**src/rtl/isp_seq_master.sv**
```systemverilog
module isp_seq_master #(
  parameter int ADDR_W    = 13,
  parameter int DIV       = 16,
  parameter int PWRUP_CYC = 500000,
  parameter int ERASE_CYC = 25000,
  parameter int WRITE_CYC = 25000,
  parameter int EN_TRIES  = 4,
  parameter int POLL_MAX  = 64
) (
  input  logic              clk,
  input  logic              rst_n,
  input  logic              start,
  input  logic              xtal_fitted,
  input  logic              poll_mode,
  input  logic              wr_valid,
  output logic              wr_ready,
  input  logic [7:0]        wr_data,
  input  logic              wr_last,
  output logic              tgt_rst,
  output logic              tgt_clk_en,
  output logic              sck,
  output logic              mosi,
  input  logic              miso,
  output logic              done,
  output logic              en_err,
  output logic              verr,
  output logic [ADDR_W-1:0] fail_addr
);
  localparam int HALF   = (DIV < 16) ? 8 : DIV / 2;
  localparam int HW     = $clog2(HALF);
  localparam int WMAX_A = (PWRUP_CYC > ERASE_CYC) ? PWRUP_CYC : ERASE_CYC;
  localparam int WMAX   = (WMAX_A > WRITE_CYC) ? WMAX_A : WRITE_CYC;
  localparam int WW     = $clog2(WMAX + 1);
  localparam int TW     = $clog2(EN_TRIES + 1);
  localparam int PW     = $clog2(POLL_MAX + 1);

  localparam logic [7:0] OP_PROG = 8'hAC;
  localparam logic [7:0] SUB_EN  = 8'h53;
  localparam logic [7:0] SUB_ER  = 8'h80;
  localparam logic [7:0] OP_WR   = 8'h40;
  localparam logic [7:0] OP_RD   = 8'h20;
  localparam logic [7:0] EN_ACK  = 8'h69;

  typedef enum logic [3:0] {
    ST_IDLE, ST_PWR, ST_EN, ST_ER, ST_ERW, ST_FETCH, ST_WR,
    ST_WW, ST_POLL, ST_VER, ST_OFFC, ST_OFFR, ST_DONE
  } st_t;

  st_t               st;
  logic              go, xbusy, xdone;
  logic [31:0]       frame, sr;
  logic [7:0]        rx;
  logic [HW-1:0]     hcnt;
  logic [4:0]        bitn;
  logic [WW-1:0]     wcnt, wlim;
  logic [TW-1:0]     tries;
  logic [PW-1:0]     polls;
  logic [ADDR_W-1:0] addr;
  logic [7:0]        data;
  logic              last, pmode;
  logic [15:0]       a16;
  logic              wend;

  assign a16      = 16'(addr);
  assign mosi     = xbusy & sr[31];
  assign wr_ready = (st == ST_FETCH);
  assign wend     = (wcnt == wlim);

  always_comb begin
    case (st)
      ST_PWR:  wlim = WW'(PWRUP_CYC - 1);
      ST_ERW:  wlim = WW'(ERASE_CYC - 1);
      default: wlim = WW'(WRITE_CYC - 1);
    endcase
  end

  always_ff @(posedge clk) begin
    if (!rst_n) begin
      sr    <= '0;
      rx    <= '0;
      sck   <= 1'b0;
      xbusy <= 1'b0;
      xdone <= 1'b0;
      hcnt  <= '0;
      bitn  <= '0;
    end else begin
      xdone <= 1'b0;
      if (go) begin
        sr    <= frame;
        xbusy <= 1'b1;
        hcnt  <= '0;
        bitn  <= '0;
      end else if (xbusy) begin
        if (hcnt == HW'(HALF - 1)) begin
          hcnt <= '0;
          if (!sck) begin
            sck <= 1'b1;
            rx  <= {rx[6:0], miso};
          end else begin
            sck  <= 1'b0;
            sr   <= {sr[30:0], 1'b0};
            bitn <= bitn + 5'd1;
            if (bitn == 5'd31) begin
              xbusy <= 1'b0;
              xdone <= 1'b1;
            end
          end
        end else begin
          hcnt <= hcnt + 1'b1;
        end
      end
    end
  end

  always_ff @(posedge clk) begin
    if (!rst_n) begin
      st         <= ST_IDLE;
      tgt_rst    <= 1'b0;
      tgt_clk_en <= 1'b0;
      done       <= 1'b0;
      en_err     <= 1'b0;
      verr       <= 1'b0;
      fail_addr  <= '0;
      addr       <= '0;
      data       <= '0;
      last       <= 1'b0;
      pmode      <= 1'b0;
      wcnt       <= '0;
      tries      <= '0;
      polls      <= '0;
      go         <= 1'b0;
      frame      <= '0;
    end else begin
      go <= 1'b0;
      case (st)
        ST_IDLE, ST_DONE: begin
          if (start) begin
            tgt_rst    <= 1'b1;
            tgt_clk_en <= !xtal_fitted;
            pmode      <= poll_mode;
            done       <= 1'b0;
            en_err     <= 1'b0;
            verr       <= 1'b0;
            fail_addr  <= '0;
            addr       <= '0;
            wcnt       <= '0;
            tries      <= '0;
            st         <= ST_PWR;
          end
        end
        ST_PWR: begin
          if (wend) begin
            wcnt  <= '0;
            tries <= TW'(1);
            go    <= 1'b1;
            frame <= {OP_PROG, SUB_EN, 16'h0000};
            st    <= ST_EN;
          end else begin
            wcnt <= wcnt + 1'b1;
          end
        end
        ST_EN: begin
          if (xdone) begin
            if (rx == EN_ACK) begin
              go    <= 1'b1;
              frame <= {OP_PROG, SUB_ER, 16'h0000};
              st    <= ST_ER;
            end else if (tries == TW'(EN_TRIES)) begin
              en_err <= 1'b1;
              st     <= ST_OFFC;
            end else begin
              tries <= tries + 1'b1;
              go    <= 1'b1;
            end
          end
        end
        ST_ER: begin
          if (xdone) st <= ST_ERW;
        end
        ST_ERW: begin
          if (wend) begin
            wcnt <= '0;
            st   <= ST_FETCH;
          end else begin
            wcnt <= wcnt + 1'b1;
          end
        end
        ST_FETCH: begin
          if (wr_valid) begin
            data  <= wr_data;
            last  <= wr_last;
            go    <= 1'b1;
            frame <= {OP_WR, a16, wr_data};
            st    <= ST_WR;
          end
        end
        ST_WR: begin
          if (xdone) begin
            if (pmode) begin
              go    <= 1'b1;
              frame <= {OP_RD, a16, 8'h00};
              polls <= PW'(1);
              st    <= ST_POLL;
            end else begin
              st <= ST_WW;
            end
          end
        end
        ST_WW: begin
          if (wend) begin
            wcnt  <= '0;
            go    <= 1'b1;
            frame <= {OP_RD, a16, 8'h00};
            st    <= ST_VER;
          end else begin
            wcnt <= wcnt + 1'b1;
          end
        end
        ST_POLL: begin
          if (xdone) begin
            go <= 1'b1;
            if (rx[7] == data[7] || polls == PW'(POLL_MAX)) st <= ST_VER;
            else polls <= polls + 1'b1;
          end
        end
        ST_VER: begin
          if (xdone) begin
            if (rx != data) begin
              verr <= 1'b1;
              if (!verr) fail_addr <= addr;
            end
            if (last) begin
              st <= ST_OFFC;
            end else begin
              addr <= addr + 1'b1;
              st   <= ST_FETCH;
            end
          end
        end
        ST_OFFC: begin
          tgt_clk_en <= 1'b0;
          st         <= ST_OFFR;
        end
        ST_OFFR: begin
          tgt_rst <= 1'b0;
          done    <= 1'b1;
          st      <= ST_DONE;
        end
        default: st <= ST_IDLE;
      endcase
    end
  end
endmodule

```
**config.mk**
```make
export PLATFORM = sky130hd
export DESIGN_NAME = isp_seq_master
export DESIGN_NICKNAME = d
export VERILOG_FILES = /design/src/rtl/isp_seq_master.sv
export SDC_FILE = /design/constraint.sdc
export NUM_CORES = 1
export LEC_CHECK = 0
export ABC_AREA = 1
export ABC_CLOCK_PERIOD_IN_PS = 1700
export BUFFER_PORTS_ARGS = -buffer_cell sky130_fd_sc_hd__buf_2
export CORE_MARGIN = 5
export CORE_UTILIZATION = 54
export CTS_BUF_LIST = sky130_fd_sc_hd__clkbuf_4
export DETAILED_ROUTE_END_ITERATION = 7
export GPL_TIMING_DRIVEN = 0
export PLACE_DENSITY = 0.77
export RECOVER_POWER = 50
export SLEW_MARGIN = 20
export SYNTH_ARGS = -nofsm -noshare
export SYNTH_HDL_FRONTEND = slang
export SYNTH_SLANG_ARGS = --single-unit
```
**constraint.sdc**
```tcl
create_clock -name clk -period 1.7 [get_ports clk]
set_clock_uncertainty 0.15 [all_clocks]
set_input_delay 0 -clock clk [delete_from_list [all_inputs] [get_ports clk]]
set_output_delay 0 -clock clk [all_outputs]
set_load 0.02 [all_outputs]
```
==> impl_metrics.csv <==
group,metric,value,unit
drt,route.detailed.drc,0,
layout,multi_input_comb_area,4567,µm²
run_status,failed_checks,"setup timing",
clock_network,cts_htree_levels,4,
layout,mostFrequentLayoutCells,"229 x nand2_1, 135 x dfxtp_1, 123 x nor2_1, 77 x a21oi_1, 76 x inv_1",
logic_synthesis,syn_area,7325,µm²
critical_path,worstSetupPathType,"reg2reg",
timing,maxSlewViolCount,0,
layout,utilization,73.12,%
drt,drt-total-wl,22620,µm
run_status,status,"finished with violations",
logic_synthesis,synth.yosys.warnings,0,
placed_design,routabilityCongestion,0.9686,
timing,worstMarginPinSlew,0.7581,ns
clock_network,cts_tree,"yes",
layout,stdcell_count,1378,
timing,rsz0062_at_grt,"true",
timing,relSlewSlack,49.46,%
logic_synthesis,ys_seq_area_share,41.54,%
drt,drt-vias-per-instance,5.620,
clock_network,cts_buffer_depth,2,
floorplan,dieArea,15990,µm²
drt,vias,7745,
timing,holdWs,0.06445,ns
logic_synthesis,syn-mean-instance-area,6.923,µm²
layout,num-nets-final,1215,
clock_network,cts_root_buf,"clkbuf_4",
grt,grt_usage,24.92,%
placed_design,dp_slack,-0.3762,ns
floorplan,die_y,126.5,µm
layout,fill_cells,1039,
layout,final-seq-area,3074,µm²
logic_synthesis,syn_inst,1058,
timing,min_period,1.925,ns
logic_synthesis,synth.net_count,1084,
floorplan,coreArea,13300,µm²
clock_network,clk_pin_slew,0.13,ns
floorplan,die_w,126.5,µm
placed_design,place_area,7752,µm²
job,drv_cap,0,
floorplan,rows,42,
floorplan,io-pin-count,37,
placed_design,port_buffers,36,
grt,grt_pass1_wl,32860,µm
layout,antenna_cells,0,
critical_path,path_cells,"inv_6 -> nand2_8 -> nor2_1 -> nand2_1 -> nand3_2 -> nor2_4 -> nand2_4 -> buf_6 -> nand2_2 -> nand2_1 -> nor2_1",
critical_path,start_kind,"flop",
timing,finalWorstSetupSlack,-0.2253,ns
grt,grt_overflow_total,0,
placed_design,dp.cells,1270,
drt,first_iter_violations,779,
drt,avgRoutedWirePerCell,16.42,µm
power_and_ir_drop,leakage,3.756,nW
placed_design,dp_hpwl,13850,µm
critical_path,endpoint_kind,"flop",
critical_path,crit_fanout,7,
grt,antenna_found_initial,0,
timing,clock.fmax,519.4,MHz
clock_network,clk_latency,0.56,ns
min_path,worstHoldPathType,"in2reg",
clock_network,cts_sinks,152,
drt,detail_route.first_pass.iterations,5,
timing,hold_viol_final,0,
logic_synthesis,netlist-cell-type-count,39,
layout,design_area,9722,µm²
drt,ant_nets,0,
grt,grt_pass1_vias,6807,
layout,layout-drive-gt1-share,27.79,%
critical_path,critPathMaxStageDelay,0.40,ns
floorplan,start_util,55.09,%
critical_path,crit_required,1.98,ns
critical_path,arrival,2.21,ns
critical_path,critPathSlowestCell,"dfxtp_4",
logic_synthesis,ys_seq_elements,152,
layout,area_growth,32.73,%
timing,period_share,113.3,%
layout,layout_commonest_cell,"nand2_1",
grt,grt_max_degree,17,
timing,setup_violations,94,
power_and_ir_drop,ir_drop,1136,µV
clock_network,cts_buffers,17,
power_and_ir_drop,power.density,1183,nW/µm²
## where the power goes
part	switching (mW)	total [mW]	leakage [nW]	internal, mW
Combinational	3.16	5.20	2.37	2.05
Clock	1.32	2.22	0.148	0.892
Sequential	0.258	4.08	1.24	3.82
## registers in the layout (all words and copies together) (netlist names), 3 cells and up
name	cells
addr	13
bitn	5
data	8
fail_addr	13
frame	26
hcnt	3
polls	7
rx	8
sr	32
st	4
tries	3
wcnt	19
## per-stage QoR
stage | TNS [ns] | total power, mW
6_report | -10.08 | 11.50
5_1_grt | -18.22 | 12.04
4_1_cts | -3.713 | 10.46
3_5_place_dp | -32.15 | 7.088
3_3_place_gp | -28.19 | 7.054
2_1_floorplan | -0.03467 | 6.369
## cell usage after synthesis
cell type	n	area, µm²
a21oi_1	89	445.4
a21oi_2	3	26.28
a221oi_1	1	8.760
a22oi_1	1	7.510
a311oi_1	21	183.9
a31o_2	1	8.760
a31oi_1	3	18.77
and3_1	1	6.260
buf_1	3	11.26
buf_2	2	10.01
buf_4	2	15.01
buf_6	5	56.30
clkbuf_1	25	93.84
clkinv_1	3	11.26
dfxtp_1	152	3043
ha_1	10	125.1
inv_1	88	330.3
inv_2	5	18.77
nand2_1	277	1040
nand2_2	12	75.07
nand2_4	2	22.52
nand3_1	61	305.3
nand3_2	3	30.03
nand4_1	31	193.9
nor2_1	152	570.6
nor2_2	8	50.05
nor2_4	5	56.30
nor3_1	23	115.1
nor3_2	1	10.01
nor3b_1	1	7.510
nor3b_2	1	12.51
o211ai_1	1	7.510
o21ai_0	40	200.2
o21ai_1	2	10.01
o21ai_2	1	8.760
o21bai_1	1	7.510
or2_2	1	6.260
xnor2_1	9	78.83
xor2_1	11	96.34
## critical path: cells and delay by family (launching register included)
kind | cells | cell delay, ns
buffers and inverters | 2 | 0.24
DFF | 1 | 0.40
and+or+nand+nor | 9 | 1.02
## cell families after synthesis
| kind of cell | Yosys count | share of synthesized area (%) |
|---|---|---|
| AOI/OAI and AO/OA | 164 | 12.74 |
| xor gates and xnor gates | 20 | 2.392 |
| adders and majority gates | 10 | 1.708 |
| buffers and inverters | 133 | 7.465 |
| DFF | 152 | 41.54 |
| and+or+nand+nor | 579 | 34.15 |
## cell type report
class / instances / share of cell area (%)
clock buffer: 19 / 1.467
sequential: 152 / 31.62
inverter: 96 / 4.118
tap: 176 / 2.265
multi-input combinational: 775 / 46.98
clock inverter: 13 / 1.326
timing repair buffer: 113 / 9.691
buffer: 34 / 2.535
## layer usage
layer	vias to the layer above	GRT usage [%]	wire [µm]
li1	3737	-	-
met1	3612	32.71	9485
met2	308	40.82	10870
met3	88	5.296	1290
met4	0	8.517	976
met5	-	0	0
## path summary, 6_finish.rpt
kind | end | slack (ns) | from | cells after the start
max reg2reg | frame[22] | -0.23 | st[3] | 11
max | frame[22] | -0.23 | st[3] | 11
min | rx[0] | 0.06 | miso | 4
min reg2reg | frame[5] | 0.32 | frame[5] | 2
## what timing repair did
| item | in CTS | in global routing |
|---|---|---|
| gates resized for setup | 150 | 153 |
| setup endpoints to repair | 141 | 129 |
| hold buffers | 16 | 0 |
| setup buffers | 34 | 21 |
| endpoints found under the hold margin | 80 | 0 |
| pin swaps | 28 | 34 |
| cloned | 5 | 3 |
(Power assumes the default switching activity.)
